`src/rtl/qsm_pkg.sv`:
```
// Shared sizes, sequencer state type and window test for the queued SPI master.
// Assumes a queue depth that is a power of two and matches the 4-bit index fields.
package qsm_pkg;
    localparam int WORD_W  = 16;
    localparam int QDEPTH  = 16;
    localparam int IDX_W   = $clog2(QDEPTH);
    localparam int PTR_W   = IDX_W + 2;
    localparam int DIV_W   = 8;
    localparam int NB_W    = $clog2(WORD_W) + 1;

    typedef enum logic [1:0] {SQ_IDLE, SQ_LOAD, SQ_SHIFT, SQ_GAP} seq_state_t;

    // True when idx lies in the circular window first..last.
    function automatic logic in_window(input logic [IDX_W-1:0] idx,
                                       input logic [IDX_W-1:0] first,
                                       input logic [IDX_W-1:0] last);
        if (first <= last)
            return (idx >= first) && (idx <= last);
        else
            return (idx >= first) || (idx <= last);
    endfunction
endpackage

```
`src/rtl/qsm_baud.sv`:
```
// Half-period timer for SCK: pulses tick once every div clocks while run is high.
// Assumes div is nonzero when run is high; values below 2 act as 2.
module qsm_baud
    import qsm_pkg::*;
(
    input  logic             clk,
    input  logic             rst_n,
    input  logic             restart,
    input  logic             run,
    input  logic [DIV_W-1:0] div,
    output logic             tick
);
    logic [DIV_W-1:0] cnt_q;
    logic [DIV_W-1:0] div_eff;

    assign div_eff = (div < DIV_W'(2)) ? DIV_W'(2) : div;
    assign tick    = run && (cnt_q == '0);

    // Count down one half-period and reload on each tick or restart.
    always_ff @(posedge clk) begin
        if (!rst_n)
            cnt_q <= '0;
        else if (restart || tick)
            cnt_q <= div_eff - DIV_W'(1);
        else if (run)
            cnt_q <= cnt_q - DIV_W'(1);
    end
endmodule

```
`src/rtl/qsm_shifter.sv`:
```
// Serial word engine: shifts nbits MSB first with the chosen clock mode and
// collects the received bits right-justified. Assumes 8 <= nbits <= WORD_W.
module qsm_shifter
    import qsm_pkg::*;
(
    input  logic              clk,
    input  logic              rst_n,
    input  logic              start,
    input  logic              tick,
    input  logic [NB_W-1:0]   nbits,
    input  logic              cpol,
    input  logic              cpha,
    input  logic [WORD_W-1:0] tx_word,
    input  logic              miso,
    output logic              active,
    output logic              done,
    output logic [WORD_W-1:0] rx_word,
    output logic              sck,
    output logic              mosi
);
    logic [WORD_W-1:0] txsh_q;
    logic [WORD_W-1:0] rxsh_q;
    logic [NB_W-1:0]   nb_q;
    logic [NB_W:0]     edges_q;
    logic              ph_q;
    logic              sck_q;
    logic              mosi_q;
    logic              lead;
    logic              last_edge;

    assign lead      = ~edges_q[0];
    assign last_edge = (edges_q == ({nb_q, 1'b0} - (NB_W+1)'(1)));
    assign sck       = active ? sck_q : cpol;
    assign mosi      = mosi_q;
    assign rx_word   = rxsh_q;

    // Load a word on start, then move one SCK edge per tick.
    always_ff @(posedge clk) begin
        if (!rst_n) begin
            active  <= 1'b0;
            done    <= 1'b0;
            txsh_q  <= '0;
            rxsh_q  <= '0;
            nb_q    <= NB_W'(WORD_W);
            edges_q <= '0;
            ph_q    <= 1'b0;
            sck_q   <= 1'b0;
            mosi_q  <= 1'b0;
        end else begin
            done <= 1'b0;
            if (start) begin
                active  <= 1'b1;
                edges_q <= '0;
                nb_q    <= nbits;
                ph_q    <= cpha;
                sck_q   <= cpol;
                rxsh_q  <= '0;
                txsh_q  <= tx_word << (NB_W'(WORD_W) - nbits);
                mosi_q  <= cpha ? 1'b0 : tx_word[4'(nbits - NB_W'(1))];
            end else if (active && tick) begin
                sck_q   <= ~sck_q;
                edges_q <= edges_q + (NB_W+1)'(1);
                if (lead ^ ph_q) begin
                    rxsh_q <= {rxsh_q[WORD_W-2:0], miso};
                end else if (lead) begin
                    mosi_q <= txsh_q[WORD_W-1];
                    txsh_q <= txsh_q << 1;
                end else begin
                    mosi_q <= txsh_q[WORD_W-2];
                    txsh_q <= txsh_q << 1;
                end
                if (last_edge) begin
                    active <= 1'b0;
                    done   <= 1'b1;
                end
            end
        end
    end

    AST_RX_UPPER_ZERO: assert property (@(posedge clk) disable iff (!rst_n)
        done |-> ((rx_word >> nb_q) == '0));
    AST_DONE_ENDS_WORD: assert property (@(posedge clk) disable iff (!rst_n)
        done |-> (!active && $past(active)));
endmodule

```
`src/rtl/qsm_sequencer.sv`:
```
// Queue walker: steps the entry index from start to end, starts the shifter,
// stores results, applies gap, halt, wrap and stop, and owns the run bit.
// Assumes the window pointers stay constant while a batch runs.
module qsm_sequencer
    import qsm_pkg::*;
#(
    parameter int DLY_CYCLES = 8
) (
    input  logic             clk,
    input  logic             rst_n,
    input  logic             go,
    input  logic             stop_req,
    input  logic             halt,
    input  logic             wrap,
    input  logic [IDX_W-1:0] start_ptr,
    input  logic [IDX_W-1:0] end_ptr,
    input  logic             div_zero,
    input  logic             cmd_cont,
    input  logic             cmd_gap,
    input  logic             sh_done,
    output logic             running,
    output logic [IDX_W-1:0] qidx,
    output logic             sh_start,
    output logic             rx_we,
    output logic             cs_act,
    output logic             set_fin,
    output logic             set_abrt
);
    localparam int DLY_W = $clog2(DLY_CYCLES + 1);

    seq_state_t       state_q;
    logic [DLY_W-1:0] dcnt_q;
    logic             cont_q;
    logic             gap_q;
    logic             stop_pend_q;
    logic             entry_end;
    logic             at_end;
    logic             stop_now;

    assign at_end    = (qidx == end_ptr);
    assign sh_start  = (state_q == SQ_LOAD) && !div_zero;
    assign rx_we     = (state_q == SQ_SHIFT) && sh_done;
    assign entry_end = ((state_q == SQ_SHIFT) && sh_done && !gap_q)
                     || ((state_q == SQ_GAP) && (dcnt_q == '0));
    assign stop_now  = halt || stop_pend_q || (at_end && !wrap);
    assign set_fin   = entry_end && !halt && at_end;
    assign set_abrt  = entry_end && halt;

    // Walk the queue one entry at a time and decide at each boundary.
    always_ff @(posedge clk) begin
        if (!rst_n) begin
            state_q     <= SQ_IDLE;
            running     <= 1'b0;
            qidx        <= '0;
            dcnt_q      <= '0;
            cont_q      <= 1'b0;
            gap_q       <= 1'b0;
            stop_pend_q <= 1'b0;
            cs_act      <= 1'b0;
        end else begin
            if (stop_req)
                stop_pend_q <= 1'b1;
            case (state_q)
                SQ_IDLE: if (go) begin
                    running     <= 1'b1;
                    qidx        <= start_ptr;
                    stop_pend_q <= 1'b0;
                    state_q     <= SQ_LOAD;
                end
                SQ_LOAD: if (!div_zero) begin
                    cont_q  <= cmd_cont;
                    gap_q   <= cmd_gap;
                    cs_act  <= 1'b1;
                    state_q <= SQ_SHIFT;
                end
                SQ_SHIFT: if (sh_done && gap_q) begin
                    dcnt_q  <= DLY_W'(DLY_CYCLES - 1);
                    state_q <= SQ_GAP;
                end
                SQ_GAP: if (dcnt_q != '0)
                    dcnt_q <= dcnt_q - DLY_W'(1);
                default: state_q <= SQ_IDLE;
            endcase
            if (entry_end) begin
                if (stop_now) begin
                    running <= 1'b0;
                    cs_act  <= 1'b0;
                    state_q <= SQ_IDLE;
                end else begin
                    qidx    <= at_end ? start_ptr : qidx + IDX_W'(1);
                    state_q <= SQ_LOAD;
                    if (!cont_q)
                        cs_act <= 1'b0;
                end
            end
        end
    end

    AST_RX_IN_WINDOW: assert property (@(posedge clk) disable iff (!rst_n)
        rx_we |-> in_window(qidx, start_ptr, end_ptr));
    AST_CS_DROP_AT_STOP: assert property (@(posedge clk) disable iff (!rst_n)
        $fell(running) |-> !cs_act);
endmodule

```
`src/rtl/qspi_queue_master.sv`:
```
// Queued SPI master top: register file, three entry stores, pointer/data port,
// interrupt flags, and the sequencer, baud timer and shifter beneath them.
// Assumes one register access per reg_en cycle; reads are side-effect free
// except the data register, whose access advances the pointer.
module qspi_queue_master
    import qsm_pkg::*;
#(
    parameter int DLY_CYCLES = 8
) (
    input  logic        clk,
    input  logic        rst_n,
    input  logic        reg_en,
    input  logic        reg_we,
    input  logic [4:0]  reg_addr,
    input  logic [15:0] reg_wdata,
    output logic [15:0] reg_rdata,
    output logic        sck,
    output logic        mosi,
    input  logic        miso,
    output logic        cs_o,
    output logic        irq
);
    localparam logic [4:0] OFS_MODE = 5'h00;
    localparam logic [4:0] OFS_RUN  = 5'h04;
    localparam logic [4:0] OFS_QCTL = 5'h08;
    localparam logic [4:0] OFS_INT  = 5'h0C;
    localparam logic [4:0] OFS_PTR  = 5'h10;
    localparam logic [4:0] OFS_DATA = 5'h14;
    localparam logic [1:0] BANK_TX  = 2'd0;
    localparam logic [1:0] BANK_RX  = 2'd1;
    localparam logic [1:0] BANK_CMD = 2'd2;

    logic             mode_mstr, mode_cpol, mode_cpha;
    logic [3:0]       mode_size;
    logic [DIV_W-1:0] mode_div;
    logic             halt_q, wrap_q, csiv_q;
    logic [IDX_W-1:0] end_q, start_q;
    logic             en_fin, en_abrt, en_coll;
    logic             fl_fin, fl_abrt, fl_coll;
    logic [PTR_W-1:0] ptr_q;

    logic [WORD_W-1:0] tx_ram [QDEPTH];
    logic [WORD_W-1:0] rx_ram [QDEPTH];
    logic [2:0]        cmd_ram [QDEPTH];

    logic             wr, data_acc, data_wr, win_hit, coll_set;
    logic             tx_wr, cmd_wr, go, stop_req;
    logic [1:0]       ptr_bank;
    logic [IDX_W-1:0] ptr_idx;
    logic [NB_W-1:0]  mode_nbits, sh_nbits;
    logic [2:0]       cmd_cur;

    logic             running, sh_start, rx_we, cs_act, set_fin, set_abrt;
    logic [IDX_W-1:0] qidx;
    logic             tick, sh_active, sh_done;
    logic [WORD_W-1:0] sh_rx;
    logic             div_zero;

    assign wr       = reg_en && reg_we;
    assign data_acc = reg_en && (reg_addr == OFS_DATA);
    assign data_wr  = wr && (reg_addr == OFS_DATA);
    assign ptr_bank = ptr_q[PTR_W-1:IDX_W];
    assign ptr_idx  = ptr_q[IDX_W-1:0];
    assign win_hit  = running && in_window(ptr_idx, start_q, end_q);
    assign coll_set = data_wr && win_hit && ((ptr_bank == BANK_TX) || (ptr_bank == BANK_CMD));
    assign tx_wr    = data_wr && (ptr_bank == BANK_TX) && !win_hit;
    assign cmd_wr   = data_wr && (ptr_bank == BANK_CMD) && !win_hit;
    assign go       = wr && (reg_addr == OFS_RUN) && reg_wdata[15] && !running;
    assign stop_req = wr && (reg_addr == OFS_RUN) && !reg_wdata[15] && running;

    assign div_zero   = (mode_div == '0);
    assign mode_nbits = mode_size[3] ? NB_W'(mode_size) : NB_W'(WORD_W);
    assign cmd_cur    = cmd_ram[qidx];
    assign sh_nbits   = cmd_cur[1] ? mode_nbits : NB_W'(8);

    assign cs_o = cs_act ? ~csiv_q : csiv_q;
    assign irq  = (fl_fin & en_fin) | (fl_abrt & en_abrt) | (fl_coll & en_coll);

    // Mode register: master bit, word size, clock mode and divisor.
    always_ff @(posedge clk) begin
        if (!rst_n) begin
            mode_mstr <= 1'b0; mode_size <= '0; mode_cpol <= 1'b0;
            mode_cpha <= 1'b0; mode_div  <= '0;
        end else if (wr && (reg_addr == OFS_MODE)) begin
            mode_mstr <= reg_wdata[15];
            mode_size <= reg_wdata[13:10];
            mode_cpol <= reg_wdata[9];
            mode_cpha <= reg_wdata[8];
            mode_div  <= reg_wdata[DIV_W-1:0];
        end
    end

    // Queue control register: halt, wrap, chip-select level and window.
    always_ff @(posedge clk) begin
        if (!rst_n) begin
            halt_q <= 1'b0; wrap_q <= 1'b0; csiv_q <= 1'b0;
            end_q  <= '0;   start_q <= '0;
        end else if (wr && (reg_addr == OFS_QCTL)) begin
            halt_q  <= reg_wdata[15];
            wrap_q  <= reg_wdata[14];
            csiv_q  <= reg_wdata[12];
            end_q   <= reg_wdata[8 +: IDX_W];
            start_q <= reg_wdata[0 +: IDX_W];
        end
    end

    // Interrupt enables and write-one-to-clear status flags; set wins.
    always_ff @(posedge clk) begin
        if (!rst_n) begin
            en_fin <= 1'b0; en_abrt <= 1'b0; en_coll <= 1'b0;
            fl_fin <= 1'b0; fl_abrt <= 1'b0; fl_coll <= 1'b0;
        end else begin
            if (wr && (reg_addr == OFS_INT)) begin
                en_fin  <= reg_wdata[8];
                en_abrt <= reg_wdata[10];
                en_coll <= reg_wdata[11];
            end
            fl_fin  <= set_fin  | (fl_fin  & ~(wr && (reg_addr == OFS_INT) && reg_wdata[0]));
            fl_abrt <= set_abrt | (fl_abrt & ~(wr && (reg_addr == OFS_INT) && reg_wdata[2]));
            fl_coll <= coll_set | (fl_coll & ~(wr && (reg_addr == OFS_INT) && reg_wdata[3]));
        end
    end

    // Address pointer: loaded by write, advanced by each data access.
    always_ff @(posedge clk) begin
        if (!rst_n)
            ptr_q <= '0;
        else if (wr && (reg_addr == OFS_PTR))
            ptr_q <= reg_wdata[PTR_W-1:0];
        else if (data_acc)
            ptr_q <= ptr_q + PTR_W'(1);
    end

    // Transmit store: bus writes outside the live window.
    always_ff @(posedge clk) begin
        if (!rst_n) begin
            for (int i = 0; i < QDEPTH; i++) tx_ram[i] <= '0;
        end else if (tx_wr) begin
            tx_ram[ptr_idx] <= reg_wdata;
        end
    end

    // Control store: keeps only continue, size-select and gap bits.
    always_ff @(posedge clk) begin
        if (!rst_n) begin
            for (int i = 0; i < QDEPTH; i++) cmd_ram[i] <= '0;
        end else if (cmd_wr) begin
            cmd_ram[ptr_idx] <= reg_wdata[15:13];
        end
    end

    // Receive store: written only by the sequencer.
    always_ff @(posedge clk) begin
        if (!rst_n) begin
            for (int i = 0; i < QDEPTH; i++) rx_ram[i] <= '0;
        end else if (rx_we) begin
            rx_ram[qidx] <= sh_rx;
        end
    end

    // Read mux for the addressed register.
    always_comb begin
        reg_rdata = '0;
        case (reg_addr)
            OFS_MODE: reg_rdata = {mode_mstr, 1'b0, mode_size, mode_cpol, mode_cpha, mode_div};
            OFS_RUN:  reg_rdata = {running, 15'b0};
            OFS_QCTL: reg_rdata = {halt_q, wrap_q, 1'b0, csiv_q, end_q, qidx, start_q};
            OFS_INT:  reg_rdata = {4'b0, en_coll, en_abrt, 1'b0, en_fin,
                                   4'b0, fl_coll, fl_abrt, 1'b0, fl_fin};
            OFS_PTR:  reg_rdata = {{(16-PTR_W){1'b0}}, ptr_q};
            OFS_DATA: begin
                case (ptr_bank)
                    BANK_TX:  reg_rdata = tx_ram[ptr_idx];
                    BANK_RX:  reg_rdata = rx_ram[ptr_idx];
                    BANK_CMD: reg_rdata = {cmd_ram[ptr_idx], 13'b0};
                    default:  reg_rdata = '0;
                endcase
            end
            default: reg_rdata = '0;
        endcase
    end

    qsm_sequencer #(.DLY_CYCLES(DLY_CYCLES)) u_seq (
        .clk(clk), .rst_n(rst_n), .go(go), .stop_req(stop_req),
        .halt(halt_q), .wrap(wrap_q), .start_ptr(start_q), .end_ptr(end_q),
        .div_zero(div_zero), .cmd_cont(cmd_cur[2]), .cmd_gap(cmd_cur[0]),
        .sh_done(sh_done), .running(running), .qidx(qidx), .sh_start(sh_start),
        .rx_we(rx_we), .cs_act(cs_act), .set_fin(set_fin), .set_abrt(set_abrt)
    );

    qsm_baud u_baud (
        .clk(clk), .rst_n(rst_n), .restart(sh_start), .run(sh_active),
        .div(mode_div), .tick(tick)
    );

    qsm_shifter u_shift (
        .clk(clk), .rst_n(rst_n), .start(sh_start), .tick(tick),
        .nbits(sh_nbits), .cpol(mode_cpol), .cpha(mode_cpha),
        .tx_word(tx_ram[qidx]), .miso(miso), .active(sh_active),
        .done(sh_done), .rx_word(sh_rx), .sck(sck), .mosi(mosi)
    );

    AST_NO_SHIFT_WHILE_DIV0: assert property (@(posedge clk) disable iff (!rst_n)
        div_zero |-> !sh_start);
    AST_FIN_STOPS_BATCH: assert property (@(posedge clk) disable iff (!rst_n)
        ($rose(fl_fin) && !wrap_q && !halt_q) |-> !running);
endmodule

```
`config.mk`:
```
export PLATFORM = sky130hd
export DESIGN_NAME = qspi_queue_master
export DESIGN_NICKNAME = d
export VERILOG_FILES = /design/src/rtl/qsm_pkg.sv /design/src/rtl/qsm_baud.sv /design/src/rtl/qsm_shifter.sv /design/src/rtl/qsm_sequencer.sv /design/src/rtl/qspi_queue_master.sv
export SDC_FILE = /design/constraint.sdc
export NUM_CORES = 1
export LEC_CHECK = 0
export ABC_AREA = 0
export BUFFER_PORTS_ARGS = -buffer_cell sky130_fd_sc_hd__buf_2
export CORE_MARGIN = 2
export CORE_UTILIZATION = 56
export DETAILED_ROUTE_END_ITERATION = 10
export PLACE_DENSITY_LB_ADDON = 0.12
export SLEW_MARGIN = 20
export SYNTH_ARGS = -nofsm -noshare
export SYNTH_HDL_FRONTEND = slang
export SYNTH_SLANG_ARGS = --single-unit
```
`constraint.sdc`:
```
create_clock -name clk -period 3.2 [get_ports clk]
set_input_delay 0.48 -clock clk [delete_from_list [all_inputs] [get_ports clk]]
set_output_delay 0.48 -clock clk [all_outputs]
set_load 0.01 [all_outputs]
```
## Word-level counts from Yosys, hierarchy flattened

Memory sizes are Yosys's and may differ from the RTL's. A register that Yosys moved wholly into a read port is not among the register bits.
Index checks and enable logic that the tools add are counted.

- Bitwise operators: 21
- Reductions and logical operators: 71
- Muxes and demuxes: 81
- Shift-type cells: 1
- Add/subtract/negate cells: 9
- Eq/ne operators: 18
- $lt $le $gt $ge: 5

Operators with widths:

| cell | count |
|---|---|
| $pmux W16 S6 | 1 |
| $mux W16 | 5 |
| $mux W4 | 18 |
| $pmux W16 S3 | 1 |
| $mux W1 | 41 |
| $logic_and A1 B1 Y1 | 34 |
| $reduce_or A16 Y1 | 2 |
| $mux W8 | 3 |
| $logic_not A8 Y1 | 2 |
| $shl A16 B5 Y16 | 1 |
| $sub A8 B1 Y8 const B | 2 |
| $add A6 B1 Y6 const B | 2 |
| $mux W6 | 2 |
| $eq A5 B4 Y1 const B | 2 |
| $eq A5 B5 Y1 const B | 2 |
| $mux W5 | 2 |
| $reduce_bool A2 Y1 | 5 |
| $not A1 Y1 | 9 |
| $le A4 B4 Y1 | 2 |
| $lt A8 B2 Y1 const B | 1 |
| $mux W2 | 4 |
| $pmux W4 S2 | 1 |
| $reduce_and A2 Y1 | 4 |
| $reduce_bool A4 Y1 | 2 |
| other kinds (29) | 58 |

- Bits in registers: 109
- Word-level logic and storage cells: 244
- RAM bits: 560
- Memories: 3
- Output and inout port bits: 20

Memory list:

| memory | depth | width | read ports | clocked after memory_dff | write ports | line | RTL |
|---|---|---|---|---|---|---|---|
| rx_ram | 16 | 16 | 1 | 1 | 16 | qspi_queue_master.sv:43 | `logic [WORD_W-1:0] rx_ram [QDEPTH];` |
| tx_ram | 16 | 16 | 2 | 2 | 16 | qspi_queue_master.sv:42 | `logic [WORD_W-1:0] tx_ram [QDEPTH];` |
| cmd_ram | 16 | 3 | 2 | 2 | 16 | qspi_queue_master.sv:44 | `logic [2:0] cmd_ram [QDEPTH];` |

## Longest topological paths before layout

- Depth after elaboration: 11
- Depth in mapped cells: 15
- Gate-level depth less buffers: 12

## Hierarchy

From an unflattened synthesis, not the netlist that was laid out.

- Cells, all modules: 2700
- Area total of the unflattened synthesis: 35237.5 um^2

By module, submodules not included:

| module | area an instance (um^2) | seq. area each (um^2) | instances | cells an instance |
|---|---|---|---|---|
| qspi_queue_master | 30671.9 | 17656.9 | 1 | 2179 |
| qsm_shifter | 2810.2 | 960.9 | 1 | 315 |
| qsm_sequencer | 1048.5 | 300.3 | 1 | 117 |
| qsm_baud | 706.9 | 160.2 | 1 | 89 |

## Worst setup path before layout

No wires, ideal clock.

- Path kind: reg2reg
- Start: register ptr_q[0]
- End: memory tx_ram[4][0] (enable)
- Arrival time: 3.039 ns
- Setup time: 0.375 ns
- Period minus slack after synthesis: 3.414 ns
- Required time: 2.825 ns
- Stages on the path, launching flop included: 13
- Buffers on the path: 2
- Setup slack: -0.214 ns
- Path through: dfxtp_1 -> inv_1 -> ha_1 -> nand2b_1 -> a21o_1 -> a21o_1 -> a21o_1 -> maj3_1 -> a211oi_2 -> buf_2 -> and3_1 -> buf_2 -> nand2b_1

RTL lines:

| element | line | RTL |
|---|---|---|
| start, declared | qspi_queue_master.sv:40 | `logic [PTR_W-1:0] ptr_q;` |
| start signal, assigned | qspi_queue_master.sv:129 | `ptr_q <= reg_wdata[PTR_W-1:0];` |
| start signal, assigned | qspi_queue_master.sv:131 | `ptr_q <= ptr_q + PTR_W'(1);` |
| end, declared | qspi_queue_master.sv:42 |  |

==> Implementation_results.wiki <==
{| class="wikitable"
! Metric !! Value
|-
| Run status || finished, violations left
|-
| Violated checks || negative setup slack
|-
| Vias/cell || 6.41
|-
| Met2 track demand over resource || 52.1%
|-
| Initial detailed-routing violation count || 2638
|-
| Gr usage total || 31.9%
|-
| Global-route wire length before repair || 148 mm
|-
| Area added between synthesis and finish || 14.8%
|-
| Full die area || 63900 um2
|-
| Commonest cells in the netlist || sky130_fd_sc_hd__edfxtp_1, sky130_fd_sc_hd__and2_1, sky130_fd_sc_hd__mux4_2, sky130_fd_sc_hd__clkbuf_1, sky130_fd_sc_hd__nand2_1
|-
| Per-instance average area after synthesis || 13.6 um2
|-
| Effective utilization at floorplan || 56.3%
|-
| Worst-case setup margin in the final layout || -543 ps
|-
| Fin nets || 2760
|-
| Residual DRC count || 0
|-
| Number of max-cap violations || 0
|-
| Hold WC Path Type || input port to flop
|-
| Antenna violations before repair || 4
|-
| Cells taking the most area after synthesis || sky130_fd_sc_hd__edfxtp_1, sky130_fd_sc_hd__mux4_2, sky130_fd_sc_hd__and2_1
|-
| Number of standard cells after synthesis || 2556
|-
| Placeable core area || 61500 um2
|-
| Horizontal die dimension || 253 um
|-
| Asr flop ratio synth || 0%
|-
| Final count of negative-setup-slack endpoints || 16
|-
| Number of synthesized flops with an enable pin || 560
|-
| Headroom to the max-slew limit || 49.3%
|-
| Post-Synthesis Net Count || 2612
|-
| Via count of the first global-routing pass || 22500
|-
| Most frequent cell after synthesis || sky130_fd_sc_hd__edfxtp_1
|-
| Startpoint of the most critical hold path || miso
|-
| Layout cells sized above 1 || 26.1%
|-
| Combinational group share of total power || 5.5%
|-
| Clock power share || 42.6%
|-
| Total I/O pin count || 46
|-
| Cell Pwr Density || 481 nW/um2
|-
| Vias || 22800
|-
| Kind of start point of the critical path || flop
|-
| Max clock buf depth || 3
|-
| Detailed-placement wirelength estimate || 70.1 mm
|-
| Worst slack at placement || 26.7 ps
|-
| Hold buffer count at CTS || 0
|-
| Row cnt || 91
|-
| Cell taking the most area after synthesis || sky130_fd_sc_hd__edfxtp_1
|-
| Gr ovfl total || 0
|-
| First-pass detailed-route iteration total || 7
|-
| Ratio of final minimum period to clock period || 117%
|-
| Clock-pin slew of the registers on the worst-case setup and hold paths || 60 ps
|-
| Root Buffer Master || sky130_fd_sc_hd__clkbuf_16
|-
| CP Data Required Time || 2720 ps
|-
| Number of warnings reported in the yosys synthesis log || 0
|-
| Category of the most critical setup path || flop to output port
|-
| Largest fanout on the critical path || 8
|-
| Flop pwr share || 51.8%
|-
| Routed length per placed instance || 28.4 um
|-
| Launch instance of the worst register-to-register path || ptr_q[0]
|-
| Critical path endpoint category || output port
|-
| Slew at the pin with the worst max-slew slack || 760 ps
|-
| Predominant post-synthesis flop cell || sky130_fd_sc_hd__edfxtp_1
|-
| Number of buffers created by CTS || 74
|-
| Switching pwr || 4340 uW
|-
| CP arrival || 3260 ps
|-
| Post-detailed-routing wire length || 101 mm
|-
| Count of clock tree sinks || 673
|-
| Leakage Power || 0.0143 uW
|-
| Number of synthesized register bits || 673
|-
| Final Wtd Congestion || 1.01
|-
| Vertical die dimension || 253 um
|-
| Number of nets with antenna violations after detailed routing || 0
|-
| Max Clock Freq || 267 MHz
|-
| Most used routing layer || met2
|-
| Deepest level of the CTS H-tree || 3
|-
| Total negative setup slack || -7410 ps
|-
| CTS tree || built
|-
| Fraction of power spent switching nets || 22.7%
|-
| Fraction of post-synthesis cell area in the top cell type by area || 48.5%
|-
| Worst IR Drop VDD || 0.415 mV
|-
| Register area share after synthesis || 55.1%
|-
| Worst clock skew || 21.8 ps
|-
| Tmin final || 3740 ps
|-
| Number of distinct library cells after synthesis || 80
|-
| Cell internal power dissipation || 14800 uW
|-
| Worst-skew pair later-pin latency || 630 ps
|-
| M1 GR Usage || 42.6%
|-
| Largest net degree at the start of global routing || 65
|-
| IO buf count || 45
|-
| Unrepaired setup endpoints after global routing || true
|-
| Final count of hold timing violations || 0
|-
| Core utilization of the finished layout || 64.7%
|-
| Global Route met3 Usage || 6.33%
|-
| Synth Cell Area || 34600 um2
|-
| Total power of the final layout || 19100 uW
|-
| Max-slew violations || 0
|}
cells by family (layout without fill, tap and decap cells):
family / count (synthesis) / after routing / share of synthesized area [%]
AOI/OAI and AO/OA: 270 / 270 / 5.17
and+or+nand+nor: 965 / 966 / 15.6
buffers and inverters: 247 / 451 / 3.12
adders and majority gates: 31 / 31 / 1.11
other: 0 / 2 / 0
muxes: 335 / 335 / 19.1
xor gates and xnor gates: 35 / 35 / 0.885
DFF: 673 / 673 / 55.1
path summary, 6_finish.rpt:
path / end / slack (ps) / cells past startpoint
max: reg_rdata[15] / -540 / 9
min: u_shift.rx_word[0] / 100 / 3
max reg2reg: tx_ram[2][5] / 150 / 12
min reg2reg: u_seq.cont_q / 460 / 2
timing repair:
item	in CTS	in global routing
resized for setup	23	36
pin swaps	8	5
setup endpoints to repair	16	344
buffers inserted	15	13
gates cloned	3	4
placed cells by master (no fill, tap or decap), types with 46 or more instances in the layout:
cell and count:
sky130_fd_sc_hd__edfxtp_1 560, sky130_fd_sc_hd__and2_1 518, sky130_fd_sc_hd__mux4_2 255, sky130_fd_sc_hd__buf_4 207
sky130_fd_sc_hd__nand2_1 135, sky130_fd_sc_hd__nor2_1 131, sky130_fd_sc_hd__dfxtp_1 106, sky130_fd_sc_hd__clkbuf_16 78
sky130_fd_sc_hd__mux2i_1 62, sky130_fd_sc_hd__o21ai_0 56, sky130_fd_sc_hd__a21oi_1 52, sky130_fd_sc_hd__and3_1 46
critical path, stage by stage, from the launching register on:
cell and delay (ps):
sky130_fd_sc_hd__dfxtp_4 420, sky130_fd_sc_hd__buf_12 170, sky130_fd_sc_hd__buf_16 160, sky130_fd_sc_hd__mux4_2 570, sky130_fd_sc_hd__mux4_2 540, sky130_fd_sc_hd__mux2i_1 160, sky130_fd_sc_hd__o22ai_1 90, sky130_fd_sc_hd__nand2_1 140
sky130_fd_sc_hd__o211ai_1 160, sky130_fd_sc_hd__buf_2 190
routing by layer:
| metal | routed length [um] | share of wire (%) | vias to the layer above |
|---|---|---|---|
| met3 | 9850 | 9.8 | 209 |
| li1 | - | - | 9881 |
| met5 | 0 | 0 | - |
| met4 | 3880 | 3.8 | 0 |
| met1 | 38700 | 38 | 11400 |
| met2 | 48400 | 48 | 1263 |
state kept, by name (all words and copies together), names as in the netlist, 2 cells and up, named ones only:
name             flops
cmd_ram             48
end_q                4
mode_div             8
mode_size            4
ptr_q                6
rx_ram             256
start_q              4
tx_ram             256
u_baud.cnt_q         8
u_seq.dcnt_q         4
u_seq.qidx           4
u_seq.state_q        2
u_shift.edges_q      6
u_shift.nb_q         5
u_shift.rx_word     16
u_shift.txsh_q      16
per-stage QoR:
| step | instance area (um2) | std cells | hold WS, ps |
|---|---|---|---|
| 6_report | 39800 | 3553 | 104 |
| 5_1_grt | 39700 | 3552 | 139 |
| 2_1_floorplan | 34700 | 2556 | 434 |
| 3_5_place_dp | 36900 | 3383 | 448 |
| 4_1_cts | 39500 | 3534 | 80.8 |
| 3_3_place_gp | 36900 | 3383 | 444 |
power by group through the flow:
stage	Combinational (uW)	Sequential, uW	Clock, uW
final	1060	9910	8160
after detailed placement	1010	10100	0
after CTS	1040	9910	8240
after floorplan	602	10000	0
after global placement	999	10100	0
after global routing	1110	9930	8540
final cells by class:
| type | instances | area, um2 |
|---|---|---|
| fill | 4475 | 21700 |
| multi-input combinational | 1637 | 14700 |
| inverter | 28 | 110 |
| clock inverter | 41 | 314 |
| timing repair buffer | 290 | 2590 |
| sequential | 673 | 19100 |
| tap | 790 | 988 |
| clock buffer | 92 | 1960 |
| antenna | 2 | 5.00 |
Note: power is estimated with default switching activity, not from simulation.
